[config.mk]
export PLATFORM = sky130hd
export DESIGN_NAME = dram_refresh_sched
export DESIGN_NICKNAME = d
export VERILOG_FILES = /design/src/rtl/rfsh_pkg.sv /design/src/rtl/rfsh_prescaler.sv /design/src/rtl/rfsh_rate_ctr.sv /design/src/rtl/rfsh_owed_ctr.sv /design/src/rtl/dram_refresh_sched.sv
export SDC_FILE = /design/constraint.sdc
export NUM_CORES = 1
export LEC_CHECK = 0
export ABC_AREA = 1
export CAP_MARGIN = 20
export CORE_MARGIN = 5
export CORE_UTILIZATION = 50
export CTS_CLUSTER_SIZE = 12
export DETAILED_ROUTE_END_ITERATION = 7
export GPL_TIMING_DRIVEN = 0
export PLACE_DENSITY_LB_ADDON = 0.25
export SETUP_SLACK_MARGIN = 0.1
export SLEW_MARGIN = 20
export SYNTH_ARGS = -nofsm -noshare
export SYNTH_HDL_FRONTEND = slang
export SYNTH_HIERARCHICAL = 1
export SYNTH_SLANG_ARGS = --single-unit
[constraint.sdc]
create_clock -name clk -period 2.07 [get_ports clk]
set_input_delay 0.414 -clock clk [delete_from_list [all_inputs] [get_ports clk]]
set_output_delay 0.414 -clock clk [all_outputs]
set_load 0.02 [all_outputs]
[src/rtl/rfsh_pkg.sv]
package rfsh_pkg;

  // Next owed count from the current count, a tick and an accepted done.
  // Adds on a lone tick (saturating at max_v), subtracts on a lone done,
  // and holds when both or neither occur.
  function automatic int unsigned owed_step(int unsigned cur, int unsigned max_v,
                                            logic inc, logic dec);
    if (inc && !dec) return (cur < max_v) ? cur + 1 : max_v;
    if (dec && !inc) return (cur > 0) ? cur - 1 : 0;
    return cur;
  endfunction

  // The rate counter reloads when a prescaler step finds it at zero.
  function automatic logic reload_due(int unsigned cnt, logic step);
    return step && (cnt == 0);
  endfunction

endpackage

[src/rtl/rfsh_prescaler.sv]
module rfsh_prescaler #(
  parameter int PRE_W = 4
) (
  input  logic clk,
  input  logic rst_n,
  output logic pulse
);
  logic [PRE_W-1:0] cnt_q;

  always_ff @(posedge clk) begin
    if (!rst_n) cnt_q <= '0;
    else        cnt_q <= cnt_q + 1'b1;
  end

  // One pulse per 2**PRE_W clocks, in the last state of the cycle.
  assign pulse = &cnt_q;
endmodule

[src/rtl/rfsh_rate_ctr.sv]
module rfsh_rate_ctr #(
  parameter int RATE_W = 8
) (
  input  logic              clk,
  input  logic              rst_n,
  input  logic              step,
  input  logic [RATE_W-1:0] rate_val,
  output logic              tick
);
  import rfsh_pkg::*;

  logic [RATE_W-1:0] cnt_q;
  logic              loaded_q;
  logic              reload;

  assign reload = loaded_q && reload_due(32'(cnt_q), step);
  assign tick   = reload;

  always_ff @(posedge clk) begin
    if (!rst_n) begin
      cnt_q    <= '0;
      loaded_q <= 1'b0;
    end else if (!loaded_q) begin
      // First clock after reset: take the programmed rate.
      cnt_q    <= rate_val;
      loaded_q <= 1'b1;
    end else if (reload) begin
      // A new rate is picked up only here, at the reload.
      cnt_q <= rate_val;
    end else if (step) begin
      cnt_q <= cnt_q - 1'b1;
    end
  end
endmodule

[src/rtl/rfsh_owed_ctr.sv]
module rfsh_owed_ctr #(
  parameter int CNT_W = 3
) (
  input  logic             clk,
  input  logic             rst_n,
  input  logic             inc,
  input  logic             dec_req,
  output logic             dec_fire,
  output logic [CNT_W-1:0] owed
);
  import rfsh_pkg::*;

  localparam int unsigned OWED_MAX = (1 << CNT_W) - 1;

  logic [CNT_W-1:0] owed_q;

  // A done pulse counts only when something is owed.
  assign dec_fire = dec_req && (owed_q != '0);
  assign owed     = owed_q;

  always_ff @(posedge clk) begin
    if (!rst_n) owed_q <= '0;
    else        owed_q <= CNT_W'(owed_step(32'(owed_q), OWED_MAX, inc, dec_fire));
  end
endmodule

[src/rtl/dram_refresh_sched.sv]
module dram_refresh_sched #(
  parameter int RATE_W = 8,
  parameter int PRE_W  = 4,
  parameter int CNT_W  = 3
) (
  input  logic              clk,
  input  logic              rst_n,
  input  logic [RATE_W-1:0] rate_val,
  input  logic              burst_busy,
  input  logic              refresh_done,
  output logic              refresh_req,
  output logic [CNT_W-1:0]  owed_count
);
  // Internal events, brought out as named wires for the checker.
  logic pre_pulse;
  logic rate_tick;
  logic done_accept;

  rfsh_prescaler #(.PRE_W(PRE_W)) u_pre (
    .clk   (clk),
    .rst_n (rst_n),
    .pulse (pre_pulse)
  );

  rfsh_rate_ctr #(.RATE_W(RATE_W)) u_rate (
    .clk      (clk),
    .rst_n    (rst_n),
    .step     (pre_pulse),
    .rate_val (rate_val),
    .tick     (rate_tick)
  );

  rfsh_owed_ctr #(.CNT_W(CNT_W)) u_owed (
    .clk      (clk),
    .rst_n    (rst_n),
    .inc      (rate_tick),
    .dec_req  (refresh_done),
    .dec_fire (done_accept),
    .owed     (owed_count)
  );

  // Request only while something is owed and no burst is running.
  assign refresh_req = (owed_count != '0) && !burst_busy;
endmodule

---- Yosys cells after proc, flatten, opt, wreduce, memory -nomap -nowiden ----
Cells that the tools add are included.
word-level totals
  output and inout port bits .............. 4
  word-level logic and storage cells ...... 39
  flip-flop bits (word level) ............. 16
operators by class
  equal/unequal tests ..................... 1
  muxes and demuxes ....................... 15
  order comparisons ....................... 2
  reductions and logical operators ........ 13
  add/subtract/negate cells ............... 4
operators with widths
  operator                                                        count
  two-way mux 8 bit                                               3
  two-way mux 3 bit                                               6
  zero test 8 bit                                                 1
  subtractor 8 x 1 -> 8 bit (second input constant)               1
  logical AND 1 bit                                               6
  two-way mux 1 bit                                               6
  adder 4 x 1 -> 4 bit (second input constant)                    1
  AND reduction 4 bit                                             1
  adder 3 x 1 -> 3 bit (second input constant)                    1
  greater-than comparator 3 x 1 -> 1 bit (second input constant)  1
  zero test 1 bit                                                 3
  less-than comparator 3 bit (second input constant)              1
  inequality test 3 x 1 -> 1 bit (second input constant)          1
  nonzero test 3 bit                                              1
  subtractor 3 x 1 -> 3 bit (second input constant)               1
  nonzero test 2 bit                                              1

---- Longest topological paths before layout ----
Gate-level depths: netlist of the first run.
  word-level depth ........................ 10
  gate-level depth with buffers ........... 15
  gate-level depth less buffers ........... 15

---- Hierarchy ----
Netlist of the first run, hierarchy kept.
by module, submodules not included
  module              cells each  area an instance (um2)  instances
  rfsh_rate_ctr       98          619.3                   1
  rfsh_owed_ctr       52          301.5                   1
  rfsh_prescaler      20          155.1                   1
  dram_refresh_sched  3           12.5                    1

---- Worst setup path after synthesis of the first run ----
OpenSTA, ideal clock, no wires.
  path type ............................... flip-flop to flip-flop
  from .................................... register u_pre.cnt_q[0]
  to ...................................... register u_owed.owed_q[1], in the netlist u_owed/owed[1]
  slack ................................... 158 ps
  library setup time ...................... 117 ps
  stages on the path, launching flop included .. 14
  period minus slack after synthesis ...... 1,912 ps
  required time ........................... 1,953 ps
  arrival ................................. 1,795 ps
  cells stage by stage .................... dfxtp_1 ha_1 nand2_1 nor2_1 nand2_1 nor2_1 nand2_2 nor2_1 inv_1 ha_1 inv_1 nand2_1 nor2_1 nor2_1
between the ends
  longest elaborated chain between the ends .. 9
  elaborated cells on any way between the ends .. 16
  classes of those cells .................. mux: 9; reduce/logical: 7
RTL lines
  item                            RTL line                  RTL
  from (decl)                     rfsh_prescaler.sv:8       logic [PRE_W-1:0] cnt_q;
  from (signal assigned)          rfsh_prescaler.sv:12      else cnt_q <= cnt_q + 1'b1;
  AND reduction 4 bit *           rfsh_prescaler.sv:16      assign pulse = &cnt_q;
  via pre_pulse                   dram_refresh_sched.sv:15  logic pre_pulse;
  logical AND 1 bit *             rfsh_pkg.sv:15            return step && (cnt == 0);
  logical AND 1 bit *             rfsh_rate_ctr.sv:16       assign reload = loaded_q && reload_due(32'(cnt_q), step);
  via rate_tick                   dram_refresh_sched.sv:16  logic rate_tick;
  zero test 1 bit                 rfsh_pkg.sv:9             if (dec && !inc) return (cur > 0) ? cur - 1 : 0;
  logical AND 1 bit               rfsh_pkg.sv:9
  two-way mux 1 bit (2 in a row)  rfsh_pkg.sv:9
  two-way mux 1 bit               rfsh_owed_ctr.sv:22       if (!rst_n) owed_q <= '0;
  nonzero test 2 bit (no line)    -
  to (signal assigned)            rfsh_owed_ctr.sv:23       else owed_q <= CNT_W'(owed_step(32'(owed_q), OWED_MAX, inc, dec_fire));
  to (decl)                       rfsh_owed_ctr.sv:15       logic [CNT_W-1:0] owed_q;
The timed path passes the listed nets; every way through them passes the cells marked *. The select of a mux whose other input is x is not followed.
A chain may end at the register's enable or synchronous reset.

---- Worst setup path after layout of the first run ----
Same ends and word-level chain as after synthesis.

==> results of run 1 <==
[repair_timing]
item / 4_1_cts / 5_1_grt
buffers inserted: 1 / 1
pin swaps: 1 / 2
setup endpoints to repair: 4 / 4
resized for setup: 7 / 7
[worst max-delay path: cells and delay by family, from the launching register on]
| family | cells | cell delay [ps] |
|---|---|---|
| AND/OR/NAND/NOR | 12 | 960 |
| adder cells (fa/ha/maj) | 2 | 390 |
| flip-flops | 1 | 360 |
| buffers and inverters | 1 | 60 |
[placed cells by master, fill, tap and decap left out, drive strengths merged]
cell           synthesis  final
clkdlybuf4s50          0     14
nand4                  3      3
buf                    0      2
xnor2                  1      1
xor2                   2      2
inv                   35     35
ha                     8      8
nand2                 51     51
a21oi                 12     12
dfxtp                 16     16
dlymetal6s2s           0      1
nand3                 13     13
o21ai                 10     10
clkbuf                 1      5
nor2                  21     21
[logic make-up (layout without fill, tap and decap cells)]
kind of cell,Yosys count,after routing
and+or+nand+nor,88,88
adders and majority gates,8,8
AOI/OAI and AO/OA,22,22
xor gates and xnor gates,3,3
buffers and inverters,36,57
DFF,16,16
[registers in the layout, indices dropped and copies added (netlist names)]
| signal | cells |
|---|---|
| u_owed/owed | 3 |
| u_rate/cnt_q | 8 |
| u_pre/cnt_q | 4 |
| u_rate/loaded_q | 1 |
[synth_stat cells]
cell / n
nand2_2: 2
clkbuf_8: 1
dfxtp_1: 16
nand4_1: 3
nand3_1: 13
nor2_4: 1
nor2_1: 15
nand2_4: 1
nor2_2: 5
inv_1: 34
ha_1: 8
o21ai_0: 9
nand2_1: 48
xor2_1: 2
o21ai_1: 1
a21oi_1: 12
inv_2: 1
xnor2_1: 1
[path summary, 6_finish.rpt]
check,start,cells past startpoint,to
hold reg to reg,u_pre/cnt_q[0],1,u_pre/cnt_q[0]
setup / recovery,u_pre/cnt_q[0],15,u_owed/owed[1]
setup reg to reg,u_pre/cnt_q[0],15,u_owed/owed[1]
hold / removal,u_pre/cnt_q[0],1,u_pre/cnt_q[0]
[area by class of cell]
class                   count  area, sq um
well taps                  27         33.8
multi-input cells         121          661
plain buffers               1         13.8
flip-flops and latches     16          324
fillers                   171          654
repair buffers             17          168
inverters                  35          131
clock buffers               4         36.3
[metrics by stage]
step	std cells	util (%)
2_1_floorplan	173	-
5_1_grt	221	67.6
6_report	221	67.6
3_5_place_dp	215	62.9
3_3_place_gp	215	62.9
4_1_cts	220	65.9
[routing by layer]
layer | global-route usage (%) | vias to the layer above | routed length (um)
li1 | - | 577 | -
met1 | 19.3 | 462 | 1050
met2 | 24.3 | 25 | 1040
met3 | 2.98 | 5 | 107
met4 | 7.12 | 0 | 43
met5 | 0 | - | 0
[report_power, final]
part	internal, W	total (W)	switching [W]
Clock	0.000107	0.000209	0.000102
Sequential	0.000345	0.000391	0.0000461
Combinational	0.000175	0.000403	0.000227
Total	0.000628	0.00100	0.000375
==> impl_metrics.yaml, run 1 <==
synth:
  yosysWarnings: 6
  yosys.area_share.simple_pct: 35.5
  synth_area_leaders: "dfxtp_1 (29%), nand2_1 (17%), inv_1 (12%)"
  netlist_area_sq_mm: 0.00109
  synth_nets: 193
  ys_types: 18
  yosysSeqAreaShare_pct: 29.4
  synth_top_area_cell: "dfxtp_1"
  synth-seq-cells: 16
  syn_inst: 173
  synth-xor-area-share_pct: 2.41
  yosysTopAreaCellShare_pct: 29.4
  syn_area_per_cell_sq_um: 6.29
  synthMuxAreaShare_pct: 0
  synth_compound_area_share_pct: 10.1
  synth_top_family_by_area: "simple AND/OR/NAND/NOR gates"
  synth-adder-area-share_pct: 9.20
global_routing:
  track_usage_pct: 15.1
  grt-ovfl-total: 0
  grt_pass1_wl_mm: 3.93
  antenna_found_initial: 0
  grt_start_max_net_pins: 14
  grt_pass1_vias: 957
die:
  die_h_um: 56.7
  die_area_sq_mm: 0.00321
  rows: 16
  die_w_um: 56.7
  initial_utilization_pct: 53.8
  fp.coreArea_sq_mm: 0.00202
  boundaryPins: 16
clock_tree:
  htreeDepth: 1
  cts_tree: "built"
  cts_buffers: 3
  cts_hold_buf: 0
  ctsRootBufferMaster: "clkbuf_4"
  cts.sinks: 16
  cts_buffer_depth: 2
  cts.reportedPaths.clkPinSlew_ps: 90
  clk_latency_ps: 290
flow_run:
  maxCapViolations: 0
sta:
  slew_headroom_pct: 70.8
  setup_slack_ps: 215
  rsz0062_at_grt: "yes"
  max_slew.worst_pin.slew_ps: 436
  setup_tns_ps: 0
  period_needed_ps: 1860
  fmax_mhz: 539
  finalMaxSlewViolations: 0
  setup_viol: 0
  hold_viol: 0
  clock-skew-final_ps: 5.55
  post-route-period-util_pct: 89.6
  hold_slack_ps: 441
critical_path:
  r2r_slack_ps: 210
  critPathMaxFanout: 4
  path_common_cell: "nand2_1"
  slowest_delay_ps: 360
  arrival_ps: 2040
  crit_chain: "ha_2 -> nand2_2 -> nor2_4 -> nand2_1 -> nor2_2 -> nand2_2 -> nor2_4 -> ha_2 -> inv_1 -> nand2_1 -> nor2_2 -> nand2_1 -> nand2_1 -> nor2_1 -> nor2_1"
  cp-start-kind: "flop"
  path_class: "flop to flop"
  required_ps: 2260
  crit_path_end_kind: "flop"
  crit_slowest_cell: "dfxtp_2"
status:
  outcome: "finished clean"
power_and_ir_drop:
  ir_drop_mv: 0.485
  power_density_mw_per_mm2: 734
  p_leak_nw: 0.679
  p_total_w: 0.00100
detailed_routing:
  drc: 0
  wl_mm: 2.23
  drtIter0Drc: 38
  viasPerCell: 4.84
  first_pass_iters: 4
  ant_nets: 0
  wire_per_inst_um: 10.1
  via_count: 1069
placed_design:
  dpl_worst_slack_ps: -143
  gp_congestion: 0.869
  dp_hpwl_mm: 1.66
  port_buffers: 15
  dpl_cell_area_sq_mm: 0.00127
finish:
  n_antenna_cell: 0
  nNetsFinal: 215
  layout-drive-gt1-share_pct: 14.4
  area_growth_pct: 25.6
  design_area_sq_mm: 0.00137
min_path:
  min_path_type: "flop to flop"
Power figures use the tool's default switching activity.
==> run 2: changes to the inputs <==
--- a/config.mk
+++ b/config.mk
@@ -11,7 +11,6 @@
 export CORE_UTILIZATION = 50
 export CTS_CLUSTER_SIZE = 12
 export DETAILED_ROUTE_END_ITERATION = 7
-export GPL_TIMING_DRIVEN = 0
 export PLACE_DENSITY_LB_ADDON = 0.25
 export SETUP_SLACK_MARGIN = 0.1
 export SLEW_MARGIN = 20
==> run 2 against run 1 <==
Count of clock-buffer cells in the layout shrank 1; cell area shrank 0.46%; critical path type unchanged; sequential cell count is the same; clock skew grew 5.4 ps; highest routed layer unchanged; critical path depth is the same; wire length grew 13%; critical endpoint is now u_owed/owed[2]; final cell count grew 0.45%; sequential power is essentially flat; via count grew 2.9%.
==> impl_metrics.yaml, run 2 (synthesis gave the netlist of run 1 again) <==
critical_path:
  arrival_ps: 2040
  path_delay_family: "simple AND/OR/NAND/NOR gates"
  cp-startpoint: "u_pre/cnt_q[0]"
  path_class: "flop to flop"
  worstReg2RegStart: "u_pre/cnt_q[0]"
  path_buf_inv: 2
  slowest_delay_ps: 360
  cp-start-kind: "flop"
  required_ps: 2250
  crit_slowest_cell: "dfxtp_2"
  crit_path_end_kind: "flop"
  crit_chain: "ha_2 -> nand2_2 -> nor2_4 -> nand2_2 -> nor2_2 -> nand2_2 -> nor2_4 -> ha_2 -> inv_1 -> nand2_1 -> nor2_2 -> nand2_1 -> nand3_1 -> nand2_1 -> inv_1"
  critPathMaxFanout: 4
clock_tree:
  cts_buffers: 3
  cts_tree: "built"
  cts.reportedPaths.clkPinSlew_ps: 80
  cts_buffer_depth: 2
  clk_latency_ps: 280
  cts.sinks: 16
  ctsRootBufferMaster: "clkbuf_4"
  htreeDepth: 1
  cts_hold_buf: 0
finish:
  final_cell_mix: "nand2_1 (46), inv_1 (33), clkdlybuf4s50_1 (14)"
  multi_input_area_sq_um: 663
  largest_reg_flops: 8
  layout-drive-gt1-share_pct: 15.4
  regArea_sq_um: 324
  n_fill_cell: 174
  final_common_cell: "nand2_1"
  regMostFlops: "u_rate/cnt_q"
  area_growth_pct: 25.1
  n_antenna_cell: 0
  nNetsFinal: 217
global_routing:
  grt_pass1_vias: 987
  grt_pass1_wl_mm: 4.06
  antenna_found_initial: 0
  grt_start_max_net_pins: 14
  track_usage_pct: 15.5
  grt-ovfl-total: 0
sta:
  max_slew.worst_pin.slew_ps: 427
  hold_slack_ps: 442
  setup_slack_ps: 210
  fmax_mhz: 538
  hold_viol: 0
  slew_headroom_pct: 71.4
  setup_viol: 0
  rsz0062_at_grt: "no"
  finalMaxSlewViolations: 0
  post-route-period-util_pct: 89.8
  period_needed_ps: 1860
  setup_tns_ps: 0
  clock-skew-final_ps: 10.9
die:
  die_h_um: 56.7
  fp.coreArea_sq_mm: 0.00202
  die_area_sq_mm: 0.00321
  initial_utilization_pct: 53.8
  boundaryPins: 16
  die_w_um: 56.7
  rows: 16
detailed_routing:
  wl_mm: 2.52
  via_count: 1100
  drtIter0Drc: 30
  viasPerCell: 4.95
  wire_per_inst_um: 11.4
  drc: 0
  ant_nets: 0
  first_pass_iters: 4
min_path:
  min_path_type: "flop to flop"
  hp-start: "u_pre/cnt_q[0]"
power_and_ir_drop:
  power_density_mw_per_mm2: 712
  p_total_w: 0.000969
  ir_drop_mv: 0.611
  p_leak_nw: 0.667
placed_design:
  dpl_worst_slack_ps: 6.77
  dp_hpwl_mm: 1.86
  port_buffers: 15
  gp_congestion: 0.875
status:
  outcome: "finished clean"
flow_run:
  maxCapViolations: 0
-- run 2: what timing repair did --
action	in CTS	in global routing
pin swaps	0	2
gates resized for setup	6	10
setup buffers	0	3
endpoints found under the setup margin	4	3
-- run 2: layout make-up --
| type | count | area share, % |
|---|---|---|
| repair buffers | 20 | 13.7 |
| clock buffers | 3 | 1.65 |
| inverters | 35 | 9.65 |
| multi-input cells | 121 | 48.7 |
| flip-flops and latches | 16 | 23.8 |
| well taps | 27 | 2.48 |
-- run 2: path summary, 6_finish.rpt --
kind                    endpoint  slack, ps  cells past startpoint
setup reg to reg  u_owed/owed[2]        210                     15
hold reg to reg   u_pre/cnt_q[0]        440                      1
setup / recovery  u_owed/owed[2]        210                     15
hold / removal    u_pre/cnt_q[0]        440                      1
-- run 2: worst reg2reg max path: cells and delay by family, from the launching register on --
family,cells,cell delay [ps]
fa+ha+maj,2,390
flops,1,360
simple gates,11,930
buf+inv,2,100
-- run 2: metal layers --
metal  track usage (%)  part of all wire [%]  up-vias
li1                  -                     -      580
met1              19.4                    46      491
met2              25.4                    47       23
met3              3.44                   4.8        6
met4              6.10                   1.9        0
met5                 0                     0        -
-- run 2: metrics by stage --
stage,util [%],instance area (sq um),instances
6_report,67.3,1360,222
5_1_grt,67.3,1360,222
4_1_cts,64.5,1300,219
3_5_place_dp,63.0,1270,216
3_3_place_gp,63.0,1270,216
2_1_floorplan,-,1090,173
-- run 2: power breakdown --
| part | switching [W] | internal (W) | total, W |
|---|---|---|---|
| Clock | 0.0000948 | 0.0000675 | 0.000162 |
| Combinational | 0.000240 | 0.000175 | 0.000415 |
| Sequential | 0.0000467 | 0.000345 | 0.000392 |
| Total | 0.000382 | 0.000587 | 0.000969 |
